### config.mk
export PLATFORM = sky130hd
export DESIGN_NAME = collatz_engine
export DESIGN_NICKNAME = d
export VERILOG_FILES = /design/src/rtl/collatz_pkg.sv /design/src/rtl/collatz_shdec.sv /design/src/rtl/collatz_step.sv /design/src/rtl/collatz_engine.sv
export SDC_FILE = /design/constraint.sdc
export NUM_CORES = 2
export LEC_CHECK = 0
export BUFFER_PORTS_ARGS = -buffer_cell sky130_fd_sc_hd__buf_2
export CORE_ASPECT_RATIO = 1.5
export CORE_MARGIN = 5
export CORE_UTILIZATION = 39
export DETAILED_ROUTE_END_ITERATION = 8
export GPL_ROUTABILITY_DRIVEN = 0
export PLACE_DENSITY_LB_ADDON = 0.05
export SETUP_SLACK_MARGIN = 0.1
export SYNTH_ARGS = -nofsm -noshare
export SYNTH_HDL_FRONTEND = slang
export SYNTH_SLANG_ARGS = --single-unit
### constraint.sdc
create_clock -name clk -period 18.9 [get_ports clk]
set_clock_uncertainty 0.1 [all_clocks]
set_input_delay 5.67 -clock clk [delete_from_list [all_inputs] [get_ports clk]]
set_output_delay 5.67 -clock clk [all_outputs]
set_load 0.1 [all_outputs]
### src/rtl/collatz_pkg.sv
package collatz_pkg;

  typedef enum logic [1:0] {
    ST_IDLE = 2'd0,
    ST_RUN  = 2'd1,
    ST_DONE = 2'd2
  } run_st_e;

  typedef struct packed {
    logic ovf;
    logic newmax;
    logic record;
    logic drop;
  } stop_t;

endpackage

### src/rtl/collatz_shdec.sv
// Decodes the extra right shift after (3n+1)/2 from the low bits of odd n.
module collatz_shdec #(
  parameter int SHL = 2
) (
  input  logic [(1<<SHL)-1:1] nbits,
  output logic [SHL-1:0]      sh
);
  localparam int TW  = 1 << SHL;
  localparam int CAP = TW - 1;

  logic [TW-1:0] nl;
  logic [TW-1:0] t;

  always_comb begin
    nl = {nbits, 1'b1};
    t  = nl + {nl[TW-2:0], 1'b0} + TW'(1);   // low bits of 3n+1
  end

  // index of the lowest set bit above bit 0, less one, capped
  always_comb begin
    sh = SHL'(CAP);
    for (int i = CAP; i >= 1; i--) begin
      if (t[i]) sh = SHL'(i - 1);
    end
  end
endmodule

### src/rtl/collatz_step.sv
// One iteration: odd value -> add stage plus short shift; even value -> halve.
module collatz_step #(
  parameter int W   = 128,
  parameter int SHL = 2
) (
  input  logic [W-1:0] val,
  output logic [W-1:0] nxt,
  output logic         odd,
  output logic         ovf
);
  localparam int TW = 1 << SHL;

  logic [SHL-1:0] sh;
  logic [W:0]     h;
  logic [W-1:0]   stg [SHL+1];

  collatz_shdec #(.SHL(SHL)) u_dec (
    .nbits (val[TW-1:1]),
    .sh    (sh)
  );

  assign odd = val[0];
  // (3n+1)/2 = n + floor(n/2) + 1 for odd n
  assign h   = {1'b0, val} + {2'b00, val[W-1:1]} + (W+1)'(1);
  // 3n+1 >= 2^W exactly when (3n+1)/2 >= 2^(W-1)
  assign ovf = odd & (h[W] | h[W-1]);

  assign stg[0] = h[W-1:0];
  for (genvar g = 0; g < SHL; g++) begin : g_shift
    assign stg[g+1] = sh[g] ? (stg[g] >> (1 << g)) : stg[g];
  end

  assign nxt = odd ? stg[SHL] : {1'b0, val[W-1:1]};
endmodule

### src/rtl/collatz_engine.sv
module collatz_engine
  import collatz_pkg::*;
#(
  parameter int W   = 128,
  parameter int CW  = 32,
  parameter int SHL = 2
) (
  input  logic          clk,
  input  logic          rst_n,
  input  logic          in_valid,
  output logic          in_ready,
  input  logic [W-1:0]  in_start,
  input  logic [CW-1:0] in_record,
  input  logic [W-1:0]  in_max,
  output logic          out_valid,
  input  logic          out_ready,
  output logic [W-1:0]  out_value,
  output logic [CW-1:0] out_count,
  output logic [W-1:0]  out_peak,
  output logic          out_drop,
  output logic          out_record,
  output logic          out_newmax,
  output logic          out_ovf
);
  run_st_e       st_q, st_d;
  logic [W-1:0]  start_q, max_q, val_q, peak_q;
  logic [CW-1:0] rec_q, cnt_q;
  stop_t         fl_q, fl_d;

  logic [W-1:0]  val_d, peak_d, s_in, nxt;
  logic [CW-1:0] cnt_d;
  logic [CW:0]   cnt_x;
  logic          odd, ovf;
  logic          ld_en, run_en, upd;
  logic          cfg_en, val_en, cnt_en, peak_en, fl_en;
  logic          hit_drop, hit_rec, hit_max;

  collatz_step #(.W(W), .SHL(SHL)) u_step (
    .val (val_q),
    .nxt (nxt),
    .odd (odd),
    .ovf (ovf)
  );

  assign s_in = in_start | W'(1);

  // ---------------- control ----------------
  always_comb begin
    st_d   = st_q;
    ld_en  = 1'b0;
    run_en = 1'b0;
    unique case (st_q)
      ST_IDLE: if (in_valid) begin
        st_d  = ST_RUN;
        ld_en = 1'b1;
      end
      ST_RUN: begin
        run_en = 1'b1;
        if (ovf || hit_drop || hit_rec || hit_max) st_d = ST_DONE;
      end
      ST_DONE: if (out_ready) st_d = ST_IDLE;
      default: st_d = ST_IDLE;
    endcase
  end

  // ---------------- datapath next values ----------------
  always_comb begin
    upd      = run_en & ~ovf;
    cnt_x    = {1'b0, cnt_q} + (CW+1)'(odd);
    hit_drop = nxt < start_q;
    hit_rec  = odd & (cnt_x > {1'b0, rec_q});
    hit_max  = nxt > max_q;

    cfg_en  = ld_en;
    val_en  = ld_en | upd;
    cnt_en  = ld_en | (upd & odd);
    peak_en = ld_en | (upd & (nxt > peak_q));
    fl_en   = ld_en | run_en;

    val_d  = ld_en ? s_in : nxt;
    peak_d = ld_en ? s_in : nxt;
    cnt_d  = ld_en ? '0 : (cnt_x[CW] ? '1 : cnt_x[CW-1:0]);

    fl_d = '0;
    if (run_en) begin
      if (ovf) begin
        fl_d.ovf = 1'b1;
      end else begin
        fl_d.drop   = hit_drop;
        fl_d.record = hit_rec;
        fl_d.newmax = hit_max;
      end
    end
  end

  // ---------------- registers ----------------
  always_ff @(posedge clk or negedge rst_n) begin
    if (!rst_n) st_q <= ST_IDLE;
    else        st_q <= st_d;
  end

  always_ff @(posedge clk or negedge rst_n) begin
    if (!rst_n) begin
      start_q <= '0;
      max_q   <= '0;
      rec_q   <= '0;
    end else if (cfg_en) begin
      start_q <= s_in;
      max_q   <= in_max;
      rec_q   <= in_record;
    end
  end

  always_ff @(posedge clk or negedge rst_n) begin
    if (!rst_n)      val_q <= '0;
    else if (val_en) val_q <= val_d;
  end

  always_ff @(posedge clk or negedge rst_n) begin
    if (!rst_n)      cnt_q <= '0;
    else if (cnt_en) cnt_q <= cnt_d;
  end

  always_ff @(posedge clk or negedge rst_n) begin
    if (!rst_n)       peak_q <= '0;
    else if (peak_en) peak_q <= peak_d;
  end

  always_ff @(posedge clk or negedge rst_n) begin
    if (!rst_n)     fl_q <= '0;
    else if (fl_en) fl_q <= fl_d;
  end

  // ---------------- outputs ----------------
  assign in_ready   = (st_q == ST_IDLE);
  assign out_valid  = (st_q == ST_DONE);
  assign out_value  = val_q;
  assign out_count  = cnt_q;
  assign out_peak   = peak_q;
  assign out_drop   = fl_q.drop;
  assign out_record = fl_q.record;
  assign out_newmax = fl_q.newmax;
  assign out_ovf    = fl_q.ovf;

  // ---------------- assertions ----------------
  AST_RESULT_HOLD: assert property (@(posedge clk) disable iff (!rst_n)
    (out_valid && !out_ready) |=> (out_valid && $stable(out_value) &&
      $stable(out_count) && $stable(out_peak) && $stable(fl_q)));

  AST_EVEN_NO_COUNT: assert property (@(posedge clk) disable iff (!rst_n)
    (st_q == ST_RUN && !val_q[0]) |=> (cnt_q == $past(cnt_q)));

  AST_NO_OVERFLOW: assert property (@(posedge clk) disable iff (!rst_n)
    (st_q == ST_RUN && ovf) |=> (val_q == $past(val_q) && cnt_q == $past(cnt_q)));

  AST_OVF_ALONE: assert property (@(posedge clk) disable iff (!rst_n)
    (out_valid && out_ovf) |-> !(out_drop || out_record || out_newmax));

  AST_DONE_HAS_CAUSE: assert property (@(posedge clk) disable iff (!rst_n)
    out_valid |-> (out_drop || out_record || out_newmax || out_ovf));

  AST_PEAK_BOUND: assert property (@(posedge clk) disable iff (!rst_n)
    out_valid |-> (out_peak >= out_value));

  AST_ODD_STEP_COUNT: assert property (@(posedge clk) disable iff (!rst_n)
    (st_q == ST_RUN && val_q[0] && !ovf && st_d == ST_RUN)
      |=> (cnt_q == $past(cnt_q) + CW'(1)));
endmodule

==> impl_metrics.toml <==
[outcome]
outcome = "complete, no violations"

[critical_path]
cp_data_required_time_ps = 19350
cpPeakStageDelay_ps = 960
critPathMaxFanout = 67
critPathSlowestCell = "dfrtp_4"
path_common_cell = "a21oi_1"
crit_arrival_ps = 11170
endpoint_kind = "flop"
path_class = "reg -> reg"
start_kind = "flop"

[synth]
synth_seq_cells = 582
synth_cell_type_count = 91
synth_edf_count = 0
synth_ff_type = "dfrtp_1"
yosys_warnings = 0
syn_nets = 6855
yosysTopAreaCell = "dfrtp_1"
synth_most_common_cell = "nand2_1"
ys_seq_area_frac = 0.2984
synthTopCellsByArea = "dfrtp_1 30%, ha_1 14%, o21ai_0 6.7%, nand2_1 5.6%, a21oi_1 4.5%"
yosys-top-cells-count = "732 x nand2_1, 656 x o21ai_0, 582 x dfrtp_1"
synth_area_per_cell_sq_um = 8.114
synthArstFlopShare = 1.000
synth_top_cell_area_share = 0.2984
synth_cells = 6014
synth_area_sq_um = 48800

[floorplan]
placementRows = 159
ios = 586
die_area_sq_um = 132400
core-area_sq_um = 124700
fp.dieW_um = 298.8
die_h_um = 443.2
start_util = 0.3912

[placement]
port_buffers = 584
hpwl_mm = 193.6

[sta]
slew_headroom = 0.1100
rsz0062_at_grt = "no"
period_share = 0.5672
worst_slew_pin_slew_ps = 1335
tns_ps = 0
setup_viol_count_final = 0
min_period_ps = 10720
hold_viol_final = 0
max_freq_mhz = 93.29
slew_violations = 0
holdWs_ps = 376.7

[detailed_routing]
via_per_inst = 6.022
drt-total-wl_mm = 237.0
vias = 48920
first_pass_iters = 8
drt_iter0_drc = 3866
wl_per_cell_um = 29.17
drc_errors = 0
ant_nets = 0

[job]
drv_cap = 0

[global_route]
grt_pass1_wl_mm = 333.8
antenna_found_initial = 33
grtUsageTotal = 0.3427
grt_pass1_vias = 48652
grt_max_degree = 194
grt.overflow.total = 0

[clock_tree]
numCtsBuffers = 69
clkLatencyLatePin_ps = 680
postCtsSetupRepairBufs = 0
cts_htree_levels = 3
cts_root_buf = "clkbuf_16"
cts.clk_slew.worst_paths_ps = 60
cts_resized = 0
cts_sinks = 582
clk_path_buf_depth = 3
ctsHoldBuffers = 0
cts_tree = "yes"

[finish]
area_growth_pct = 13.87
multi_input_area_sq_um = 31200
nets = 7289
layout-drive-gt1-share = 0.1540
regArea_sq_um = 14570
fill_cells = 12936

[min_path]
hold_class = "reg -> reg"
[through the flow]
step | area [sq um] | util | worst slack, ps | instances
floorplan | 48800 | - | 11220 | 6014
global placement | 53200 | 0.4265 | 8433 | 7987
detailed placement | 53200 | 0.4265 | 8420 | 7987
CTS | 55530 | 0.4452 | 8357 | 8110
global route | 55530 | 0.4452 | 7811 | 8111
finish | 55570 | 0.4455 | 8181 | 8124
[state kept, by name, summed over array words and instances, names as in the netlist]
register	flops
out_count	32
out_drop	1
start_q	128
out_record	1
rec_q	32
out_ovf	1
out_value	128
st_q	2
out_newmax	1
max_q	128
out_peak	128
[cell type report]
| type | instances | area share |
|---|---|---|
| Clock inverter | 20 | 0.005787 |
| Tap cell | 1610 | 0.03625 |
| Clock buffer | 103 | 0.03607 |
| Sequential cell | 582 | 0.2622 |
| Inverter | 503 | 0.03398 |
| Antenna cell | 14 | 0.0006305 |
| Timing Repair Buffer | 659 | 0.06359 |
| Multi-Input combinational cell | 4633 | 0.5615 |
[per-layer routing]
layer | routed length (um) | track usage | vias up
met1 | 77890 | 0.3391 | 23362
met2 | 114300 | 0.5966 | 2176
met4 | 25190 | 0.2861 | 20
met3 | 19510 | 0.09206 | 726
li1 | - | - | 22636
met5 | 121 | 0 | -
[placed cells by master (no fill, tap or decap), drive strengths merged, types with 57 or more instances in the layout]
cell / Yosys / routed
nand2: 735 / 735
o21ai: 675 / 675
buf: 75 / 659
dfrtp: 582 / 582
ha: 548 / 548
inv: 503 / 507
a21oi: 437 / 437
nor2: 383 / 383
a21o: 183 / 183
nand4: 173 / 173
mux2: 163 / 163
nand3: 121 / 121
mux2i: 106 / 106
nor3: 104 / 104
clkbuf: 221 / 103
a31oi: 93 / 93
xnor2: 70 / 70
xor2: 61 / 61
and3: 58 / 58
a211oi: 57 / 57
[cells by family (layout without fill, tap and decap cells)]
family	Yosys count	count (layout)	synth area share
compound gates	1877	1877	0.2388
xor+xnor	131	131	0.02351
fa+ha+maj	549	549	0.1409
buf+inv	799	1285	0.06382
flops	582	582	0.2984
mux	277	277	0.06474
other cells	0	14	0
simple gates	1799	1799	0.1698
[critical path: cells and delay by family, from the launching register on]
kind	cells	cell delay [ps]
DFF	1	960
AOI/OAI and AO/OA	11	4530
muxes	1	390
buffers and inverters	2	570
and+or+nand+nor	10	3050
adders and majority gates	3	860
[path summary, 6_finish.rpt]
check | depth (start not counted) | end | from | slack (ps)
max | 27 | out_peak[47]$_DFFE_PN0P_ | out_value[0]$_DFFE_PN0P_ | 8180
min | 1 | start_q[82]$_DFFE_PN0P_ | start_q[82]$_DFFE_PN0P_ | 380
max reg2reg | 27 | out_peak[47]$_DFFE_PN0P_ | out_value[0]$_DFFE_PN0P_ | 8180
min reg2reg | 1 | start_q[82]$_DFFE_PN0P_ | start_q[82]$_DFFE_PN0P_ | 380
max in group asynchronous | 4 | out_value[16]$_DFFE_PN0P_ | rst_n | 10680
min in group asynchronous | 1 | rec_q[13]$_DFFE_PN0P_ | rst_n | 4920
Power is left out: the tool's default activity adds up to more than one toggle a clock period on the data nets, which glitch-free logic cannot reach.
